===== src/rtl/mem_add_pkg.sv =====
package mem_add_pkg;
  localparam int unsigned PAGE_BYTES = 4096;
  localparam int unsigned WORD_BYTES = 4;
  typedef enum logic [2:0] {
    ST_IDLE, ST_AR, ST_R, ST_AW, ST_W, ST_B
  } eng_state_e;
endpackage


===== src/rtl/mae_burst_plan.sv =====
module mae_burst_plan #(
  parameter int unsigned BUF_WORDS  = 50,
  parameter int unsigned PAGE_BYTES = 4096,
  localparam int unsigned PG_W  = $clog2(PAGE_BYTES),
  localparam int unsigned CNT_W = $clog2(BUF_WORDS + 1)
) (
  input  logic [PG_W-1:0]  page_off,
  input  logic [31:0]      words_left,
  output logic [CNT_W-1:0] burst_words
);
  logic [31:0] room;
  logic [31:0] n;

  always_comb begin
    room = (32'(PAGE_BYTES) - 32'(page_off)) >> 2;
    n = words_left;
    if (n > 32'(BUF_WORDS)) n = 32'(BUF_WORDS);
    if (n > room) n = room;
    burst_words = CNT_W'(n);
  end
endmodule


===== src/rtl/mae_word_buf.sv =====
module mae_word_buf #(
  parameter int unsigned DEPTH  = 50,
  parameter int unsigned DATA_W = 32,
  localparam int unsigned IDX_W = $clog2(DEPTH)
) (
  input  logic              clk,
  input  logic              rst_n,
  input  logic              wr_en,
  input  logic [IDX_W-1:0]  wr_idx,
  input  logic [DATA_W-1:0] wr_data,
  input  logic [IDX_W-1:0]  rd_idx,
  output logic [DATA_W-1:0] rd_data
);
  logic [DATA_W-1:0] slots [DEPTH];

  always_ff @(posedge clk) begin
    if (wr_en) slots[wr_idx] <= wr_data;
  end

  assign rd_data = slots[rd_idx];


  buf_idx_range_chk: assert property (@(posedge clk) disable iff (!rst_n)
    wr_en |-> 32'(wr_idx) < DEPTH);
endmodule


===== src/rtl/mem_add_engine.sv =====
module mem_add_engine #(
  parameter int unsigned ADDR_W    = 32,
  parameter int unsigned BUF_WORDS = 50,
  localparam int unsigned DATA_W = 32,
  localparam int unsigned CNT_W  = $clog2(BUF_WORDS + 1),
  localparam int unsigned IDX_W  = $clog2(BUF_WORDS),
  localparam int unsigned PG_W   = $clog2(mem_add_pkg::PAGE_BYTES)
) (
  input  logic              clk,
  input  logic              rst_n,
  input  logic              start,
  input  logic [ADDR_W-1:0] base_addr,
  input  logic [31:0]       length,
  input  logic [DATA_W-1:0] addend,
  output logic              busy,
  output logic              done,
  output logic [ADDR_W-1:0] m_araddr,
  output logic [7:0]        m_arlen,
  output logic [2:0]        m_arsize,
  output logic [1:0]        m_arburst,
  output logic              m_arvalid,
  input  logic              m_arready,
  input  logic [DATA_W-1:0] m_rdata,
  input  logic              m_rvalid,
  output logic              m_rready,
  output logic [ADDR_W-1:0] m_awaddr,
  output logic [7:0]        m_awlen,
  output logic [2:0]        m_awsize,
  output logic [1:0]        m_awburst,
  output logic              m_awvalid,
  input  logic              m_awready,
  output logic [DATA_W-1:0] m_wdata,
  output logic [3:0]        m_wstrb,
  output logic              m_wlast,
  output logic              m_wvalid,
  input  logic              m_wready,
  input  logic              m_bvalid,
  output logic              m_bready
);
  import mem_add_pkg::*;

  eng_state_e        state;
  logic [ADDR_W-1:0] cur_addr;
  logic [31:0]       left;
  logic [DATA_W-1:0] add_q;
  logic [CNT_W-1:0]  beats;
  logic [IDX_W-1:0]  idx;
  logic              done_q;
  logic [CNT_W-1:0]  plan_n;
  logic              last_beat;
  logic [DATA_W-1:0] buf_out;

  mae_burst_plan #(.BUF_WORDS(BUF_WORDS), .PAGE_BYTES(PAGE_BYTES)) u_plan (
    .page_off   (cur_addr[PG_W-1:0]),
    .words_left (left),
    .burst_words(plan_n)
  );

  mae_word_buf #(.DEPTH(BUF_WORDS), .DATA_W(DATA_W)) u_buf (
    .clk    (clk),
    .rst_n  (rst_n),
    .wr_en  (state == ST_R && m_rvalid),
    .wr_idx (idx),
    .wr_data(m_rdata + add_q),
    .rd_idx (idx),
    .rd_data(buf_out)
  );

  assign last_beat = (32'(idx) == 32'(beats) - 32'd1);

  assign busy      = (state != ST_IDLE);
  assign done      = done_q;
  assign m_araddr  = cur_addr;
  assign m_arlen   = 8'(plan_n) - 8'd1;
  assign m_arsize  = 3'd2;
  assign m_arburst = 2'b01;
  assign m_arvalid = (state == ST_AR);
  assign m_rready  = (state == ST_R);
  assign m_awaddr  = cur_addr;
  assign m_awlen   = 8'(beats) - 8'd1;
  assign m_awsize  = 3'd2;
  assign m_awburst = 2'b01;
  assign m_awvalid = (state == ST_AW);
  assign m_wdata   = buf_out;
  assign m_wstrb   = 4'hF;
  assign m_wlast   = (state == ST_W) && last_beat;
  assign m_wvalid  = (state == ST_W);
  assign m_bready  = (state == ST_B);

  always_ff @(posedge clk) begin
    if (!rst_n) begin
      state    <= ST_IDLE;
      cur_addr <= '0;
      left     <= '0;
      add_q    <= '0;
      beats    <= '0;
      idx      <= '0;
      done_q   <= 1'b0;
    end else begin
      done_q <= 1'b0;
      unique case (state)
        ST_IDLE: if (start) begin
          if ($signed(length) <= 0) begin
            done_q <= 1'b1;
          end else begin
            cur_addr <= {base_addr[ADDR_W-1:2], 2'b00};
            left     <= length;
            add_q    <= addend;
            state    <= ST_AR;
          end
        end
        ST_AR: if (m_arready) begin
          beats <= plan_n;
          idx   <= '0;
          state <= ST_R;
        end
        ST_R: if (m_rvalid) begin
          if (last_beat) begin
            idx   <= '0;
            state <= ST_AW;
          end else begin
            idx <= idx + 1'b1;
          end
        end
        ST_AW: if (m_awready) state <= ST_W;
        ST_W: if (m_wready) begin
          if (last_beat) state <= ST_B;
          else idx <= idx + 1'b1;
        end
        ST_B: if (m_bvalid) begin
          cur_addr <= cur_addr + (ADDR_W'(beats) << 2);
          left     <= left - 32'(beats);
          if (left == 32'(beats)) begin
            done_q <= 1'b1;
            state  <= ST_IDLE;
          end else begin
            state <= ST_AR;
          end
        end
        default: state <= ST_IDLE;
      endcase
    end
  end


  ar_hold_chk: assert property (@(posedge clk) disable iff (!rst_n)
    m_arvalid && !m_arready |=> m_arvalid && $stable(m_araddr) && $stable(m_arlen));

  w_hold_chk: assert property (@(posedge clk) disable iff (!rst_n)
    m_wvalid && !m_wready |=> m_wvalid && $stable(m_wdata) && $stable(m_wlast));

  ar_len_cap_chk: assert property (@(posedge clk) disable iff (!rst_n)
    m_arvalid |-> 32'(m_arlen) < BUF_WORDS);

  ar_page_chk: assert property (@(posedge clk) disable iff (!rst_n)
    m_arvalid |-> 32'(m_araddr[PG_W-1:0]) + ((32'(m_arlen) + 32'd1) << 2) <= PAGE_BYTES);

  done_after_resp_chk: assert property (@(posedge clk) disable iff (!rst_n)
    done |-> $past(m_bvalid && m_bready) || $past(start && !busy));

  start_busy_chk: assert property (@(posedge clk) disable iff (!rst_n)
    busy && start |=> $stable(add_q));

  no_read_in_write_chk: assert property (@(posedge clk) disable iff (!rst_n)
    m_awvalid |=> !m_arvalid);
endmodule


===== config.mk =====
export PLATFORM = sky130hd
export DESIGN_NAME = mem_add_engine
export DESIGN_NICKNAME = d
export VERILOG_FILES = /design/src/rtl/mem_add_pkg.sv /design/src/rtl/mae_burst_plan.sv /design/src/rtl/mae_word_buf.sv /design/src/rtl/mem_add_engine.sv
export SDC_FILE = /design/constraint.sdc
export NUM_CORES = 2
export LEC_CHECK = 0
export CAP_MARGIN = 20
export CELL_PAD_IN_SITES_DETAIL_PLACEMENT = 0
export CELL_PAD_IN_SITES_GLOBAL_PLACEMENT = 2
export CORE_ASPECT_RATIO = 1.1
export CORE_MARGIN = 5
export CORE_UTILIZATION = 50
export DETAILED_ROUTE_END_ITERATION = 7
export DONT_BUFFER_PORTS = 1
export MAX_ROUTING_LAYER = met4
export PLACE_DENSITY_LB_ADDON = 0.25
export SYNTH_ARGS = -nofsm -noshare
export SYNTH_HDL_FRONTEND = slang
export SYNTH_SLANG_ARGS = --single-unit

===== constraint.sdc =====
create_clock -name clk -period 6.4 [get_ports clk]
set_input_delay 1.28 -clock clk [delete_from_list [all_inputs] [get_ports clk]]
set_output_delay 1.28 -clock clk [all_outputs]
set_load 0.05 [all_outputs]

## Word level (Yosys, flattened, before mapping)

Memory sizes are Yosys's and may differ from the RTL's. A register that Yosys moved wholly into a read port is not among the register bits.
Cells that the tools add are included.
W data, S select, Z words.

| operators by class | value |
|---|---|
| add/sub/neg operators | 8 |
| order comparisons | 3 |
| equal/unequal tests | 17 |
| multiplexer cells | 36 |
| bitwise operators | 1 |
| reduce and logical (&&, ||, !) cells | 11 |

Operators with widths:

| operator | number |
|---|---|
| $mux W32 | 7 |
| $pmux W32 S2 | 2 |
| $mux W6 | 8 |
| $add A32 B32 Y32 | 1 |
| $add A32 B8 Y32 | 1 |
| $eq A32 B6 Y1 | 1 |
| $eq A6 B32 Y1 | 1 |
| $gt A32 B30 Y1 | 1 |
| $gt A32 B6 Y1 const B | 1 |
| $le A32 B1 Y1 const B | 1 |
| $sub A32 B6 Y32 | 1 |
| $mux W3 | 9 |
| $sub A6 B1 Y7 const B | 3 |
| $pmux W3 S6 | 1 |
| $pmux W6 S3 | 1 |
| $sub A13 B12 Y14 const A | 1 |
| $ne A2 B1 Y1 const B | 5 |
| $ne A2 B2 Y1 const B | 5 |
| $reduce_and A9 Y1 | 1 |
| $mux W1 | 7 |
| $add A6 B1 Y6 const B | 1 |
| $eq A3 B2 Y1 const B | 2 |
| $eq A3 B3 Y1 const B | 2 |
| $reduce_bool A3 Y1 | 2 |
| other kinds (10) | 11 |

| storage, ports and cells | value |
|---|---|
| bits in registers | 112 |
| memory bits (writable) | 1,600 |
| input port bits | 136 |
| output and inout port bits | 134 |
| word-level logic and storage cells | 84 |
| memories | 1 |

Memories:

| name | words | bits a word | read ports | clocked after Yosys merged registers in | write ports | line | source |
|---|---|---|---|---|---|---|---|
| u_buf.slots | 50 | 32 | 1 | 1 | 1 | mae_word_buf.sv:14 | `logic [DATA_W-1:0] slots [DEPTH];` |

## Longest topological paths before layout

| depth | value |
|---|---|
| depth after elaboration | 7 |
| depth in mapped cells | 21 |
| depth with buffers taken out | 18 |

## By module

Synthesis repeated with hierarchy kept, for this count alone.

| second synthesis, totals | value |
|---|---|
| cells, all modules | 3,877 |
| area total of the unflattened synthesis | 70,107.2 µm² |

Modules (own cells, without submodules):

| module | times used | cells an instance | area each (µm²) | seq. area each (µm²) |
|---|---|---|---|---|
| mae_word_buf | 1 | 2,701 | 61,112.4 | 48,046.1 |
| mem_add_engine | 1 | 1,095 | 8,416.8 | 2,202.1 |
| mae_burst_plan | 1 | 81 | 578.1 | 0.0 |

## Worst setup path before layout

No wires, ideal clock.

| path | value |
|---|---|
| kind | flip-flop to output port |
| start point | register left[11] |
| end point | output port m_arlen[7] |
| arrival | 5.823 ns |
| required time | 5.120 ns |
| slack | -0.703 ns |
| cell stages (with the launch flop) | 22 |
| path buffers | 3 |
| cells stage by stage | dfxtp_1 > or4_1 > buf_2 > nor4_4 > and3_4 > nand3_4 > a31oi_4 > nand2_4 > ha_1 > nor2b_1 > o21a_1 > o21ai_0 > nand2b_1 > a211oi_1 > a21o_1 > clkbuf_1 > nor2_1 > a31oi_1 > ha_1 > nand3_1 > nor2_1 > buf_4 |

| on the way | value |
|---|---|
| longest elaborated chain between the ends | 5 |

RTL lines:

| element | line | source |
|---|---|---|
| start, declared | mem_add_engine.sv:44 | `logic [31:0] left;` |
| start signal, assigned | mem_add_engine.sv:107 | `left <= length;` |
| start signal, assigned | mem_add_engine.sv:132 | `left <= left - 32'(beats);` |
| $gt A32 B6 Y1 | mae_burst_plan.sv:17 | `if (n > 32'(BUF_WORDS)) n = 32'(BUF_WORDS);` |
| $mux W32 * | mae_burst_plan.sv:17 |  |
| $gt A32 B30 Y1 | mae_burst_plan.sv:18 | `if (n > room) n = room;` |
| $mux W6 * | mae_burst_plan.sv:18 |  |
| $sub A6 B1 Y7 * | mem_add_engine.sv:74 | `assign m_arlen = 8'(plan_n) - 8'd1;` |
| end, declared | mem_add_engine.sv:18 | `output logic [7:0] m_arlen,` |

Every way passes the cells marked *; elsewhere a longest branch is shown, timed or not.

## Worst setup path in the final report

| path | value |
|---|---|
| start point | register left[12] |
| end point | output port m_arlen[4] |

The elaborated chain is that of the path after synthesis.

==> flow_metrics.tcl <==
set metrics [dict create \
    outcome "finished clean" \
    grt_use_total_pct 24.70 \
    cp.required_ps 5120 \
    numCtsBuffers 168 \
    cts-root-buf "clkbuf_16" \
    clock_skew_ps 28.58 \
    pin_count 270 \
    hold_path.class "flop to flop" \
    grt_pass1_wl_um 254600 \
    synthFlopType "edfxtp_1" \
    slew_headroom_pct 22.91 \
    vias 35110 \
    routedWlPerCell_um 31.60 \
    synth.mux.area_fraction_pct 17.32 \
    fin_nets 3833 \
    cp_max_fo 7 \
    synthSimpleGateAreaFrac_pct 3.289 \
    drc 0 \
    grt_use_met1_pct 31.51 \
    setup_viol 0 \
    fmax_mhz 164.2 \
    period_minus_slack_ps 6090 \
    cp-start-kind "flop" \
    routed_wl_um 176400 \
    crit_type "flop to output pin" \
    drive_above_1_share_pct 27.98 \
    worst_ir_drop_vdd_mv 0.3017 \
    gr-max-usage-layer "met2" \
    maxCapViolCount 0 \
    fill_cells 10200 \
    cts_hold_buf 0 \
    grt_max_degree 91 \
    yosysSeqAreaShare_pct 72.36 \
    synth_top_family_by_area "multiplexers" \
    powerDensity_mw_per_mm2 341.2 \
    core_area_sq_mm 0.1383 \
    synth-xor-area-share_pct 0.7046 \
    yosysUniqueCellTypes 79 \
    synth_compound_area_share_pct 3.248 \
    place_hpwl_um 102200 \
    p_leak_uw 0.02429 \
    grtUsageMet3_pct 4.414 \
    fin_total_pwr_uw 26780 \
    post-route-util_pct 56.73 \
    final-instance-count-excl-fill 5584 \
    drtIter0Drc 3952 \
    syn_area_sq_mm 0.06961 \
    clockBufferDepth 3 \
    yosys_register_bits 1716 \
    die_h_um 401.3 \
    layout_commonest_cell "edfxtp_1" \
    ys_async_sr_fraction_pct 0 \
    insertion_delay_ps 800 \
    ant_nets 0 \
    min_period_over_period_pct 95.16 \
    synth_edf_count 1600 \
    dp_cells 5264 \
    syn-mean-instance-area_sq_um 19.69 \
    antenna_found_initial 2 \
    clock-sinks 1716 \
    drtPass1Iterations 5 \
    hold_viol 0 \
    synthAdderAreaFrac_pct 1.147 \
    dieArea_sq_mm 0.1468 \
    grt_util_met2_pct 41.67 \
    rows 143 \
    arrival_ps 4810 \
    cts_tree "yes" \
    grt_pass1_vias 36260 \
    area_growth_pct 12.72 \
    start_util_pct 50.33 \
    grt_remaining_overflow 0 \
    viasPerCell 6.288 \
    gp_congestion 0.8677 \
    fp.dieW_um 365.8 \
    mostFrequentLayoutCells "edfxtp_1, mux4_2, clkbuf_16" \
    path_clk_slew_ps 60 \
    final-max-slew-violation-count 0 \
    htree_levels 4 \
    port_buffers 0 \
    syn_inst 3535 \
    tightest_slew_ps 1155 \
    r2r_slack_ps 2310 \
    yosysWarnings 0 \
    critPathCaptureType "output pin" \
]
through the flow:
stage | TNS, ps | cell area, sq um | hold WS [ps] | worst slack, ps
3_3_place_gp | 0 | 72760 | 439.7 | 479.3
6_report | 0 | 78470 | 455.3 | 309.8
4_1_cts | 0 | 78250 | 459.8 | 17.41
3_5_place_dp | 0 | 72760 | 451.6 | 461.0
5_1_grt | -11.50 | 78460 | 474.4 | -11.50
2_1_floorplan | -348.6 | 69700 | 431.7 | -166.6
metal layers:
layer | share of wire (%) | wire (um)
met3 | 7.1 | 12530
met5 | 0 | 0
met1 | 39 | 67930
met2 | 52 | 91740
met4 | 2.4 | 4234
area by class of cell:
cell class              count  area [sq um]  share of cell area [%]
flip-flops and latches   1716         50390                   64.22
clock inverters           102          1067                   1.360
diodes                      1         2.502                0.003189
well taps                1812          2267                   2.889
multi-input cells        1543         18710                   23.84
repair buffers            150          1440                   1.835
inverters                  56         210.2                  0.2679
clock buffers             204          4382                   5.584
worst paths after layout:
path | from | endpoint | cells past startpoint
worst min register to register | add_q[19] | add_q[19] | 2
worst max-delay path | left[12] | m_arlen[4] | 19
worst min-delay path | add_q[19] | add_q[19] | 2
worst max register to register | add_q[0] | u_buf.slots[37][26] | 11
sequential cells by signal (all words and copies together) (netlist names), named ones only:
name,flops
add_q,32
done,1
idx,6
beats,6
m_araddr,30
u_buf.slots,1600
state,3
left,32
kinds of logic after synthesis:
family | after synthesis
flops | 1716
mux | 560
simple gates | 495
compound gates | 347
buf+inv | 297
fa+ha+maj | 62
xor+xnor | 56
other cells | 2
what timing repair did:
| action | CTS | global route |
|---|---|---|
| pin swaps | 1 | 4 |
| setup endpoints to repair | 7 | 5 |
| gates resized for setup | 2 | 9 |
| setup buffers | 4 | 3 |
critical path, cell delays in order, from the launching register on:
cell      delay (ps)
dfxtp_2          340
or4_4            570
nor4_4           260
and3_4           260
nand3_4          110
a31oi_4          230
buf_6            130
nand2_1           70
inv_1             70
ha_1             230
o21a_1           110
o21ai_1          120
nand2b_1          90
a211oi_2         210
a21o_2           230
mux2i_2          250
ha_2             220
nand3_2           90
xor2_1           170
buf_4            230
power by group:
part           total [uW]  internal [uW]  switching, uW
combinational        4010           1640           2370
clock                9800           5620           4180
sequential          13000          12800            207
total               26800          20000           6750
synthesized netlist by cell type, types with 8 or more instances:
library cell	count	area [sq um]
a211oi_1	25	187.7
a21o_1	21	157.7
a21oi_1	114	570.6
a22oi_1	13	97.59
a31oi_1	9	56.30
and3_1	18	112.6
buf_1	19	71.32
buf_2	26	130.1
buf_4	50	375.4
clkbuf_1	144	540.5
dfxtp_1	116	2322
edfxtp_1	1600	48050
ha_1	59	738.2
inv_1	55	206.5
mux2_2	35	394.1
mux2i_1	13	130.1
mux4_2	512	11530
nand2_1	164	615.6
nand3_1	28	140.1
nand4_1	22	137.6
nor2_1	163	611.8
nor2b_1	15	93.84
nor3_1	26	130.1
nor4_1	19	118.9
o21a_1	8	60.06
o21ai_0	63	315.3
o31ai_1	17	127.6
xnor2_1	40	350.3
xor2_1	16	140.1
Power figures use the tool's default switching activity.
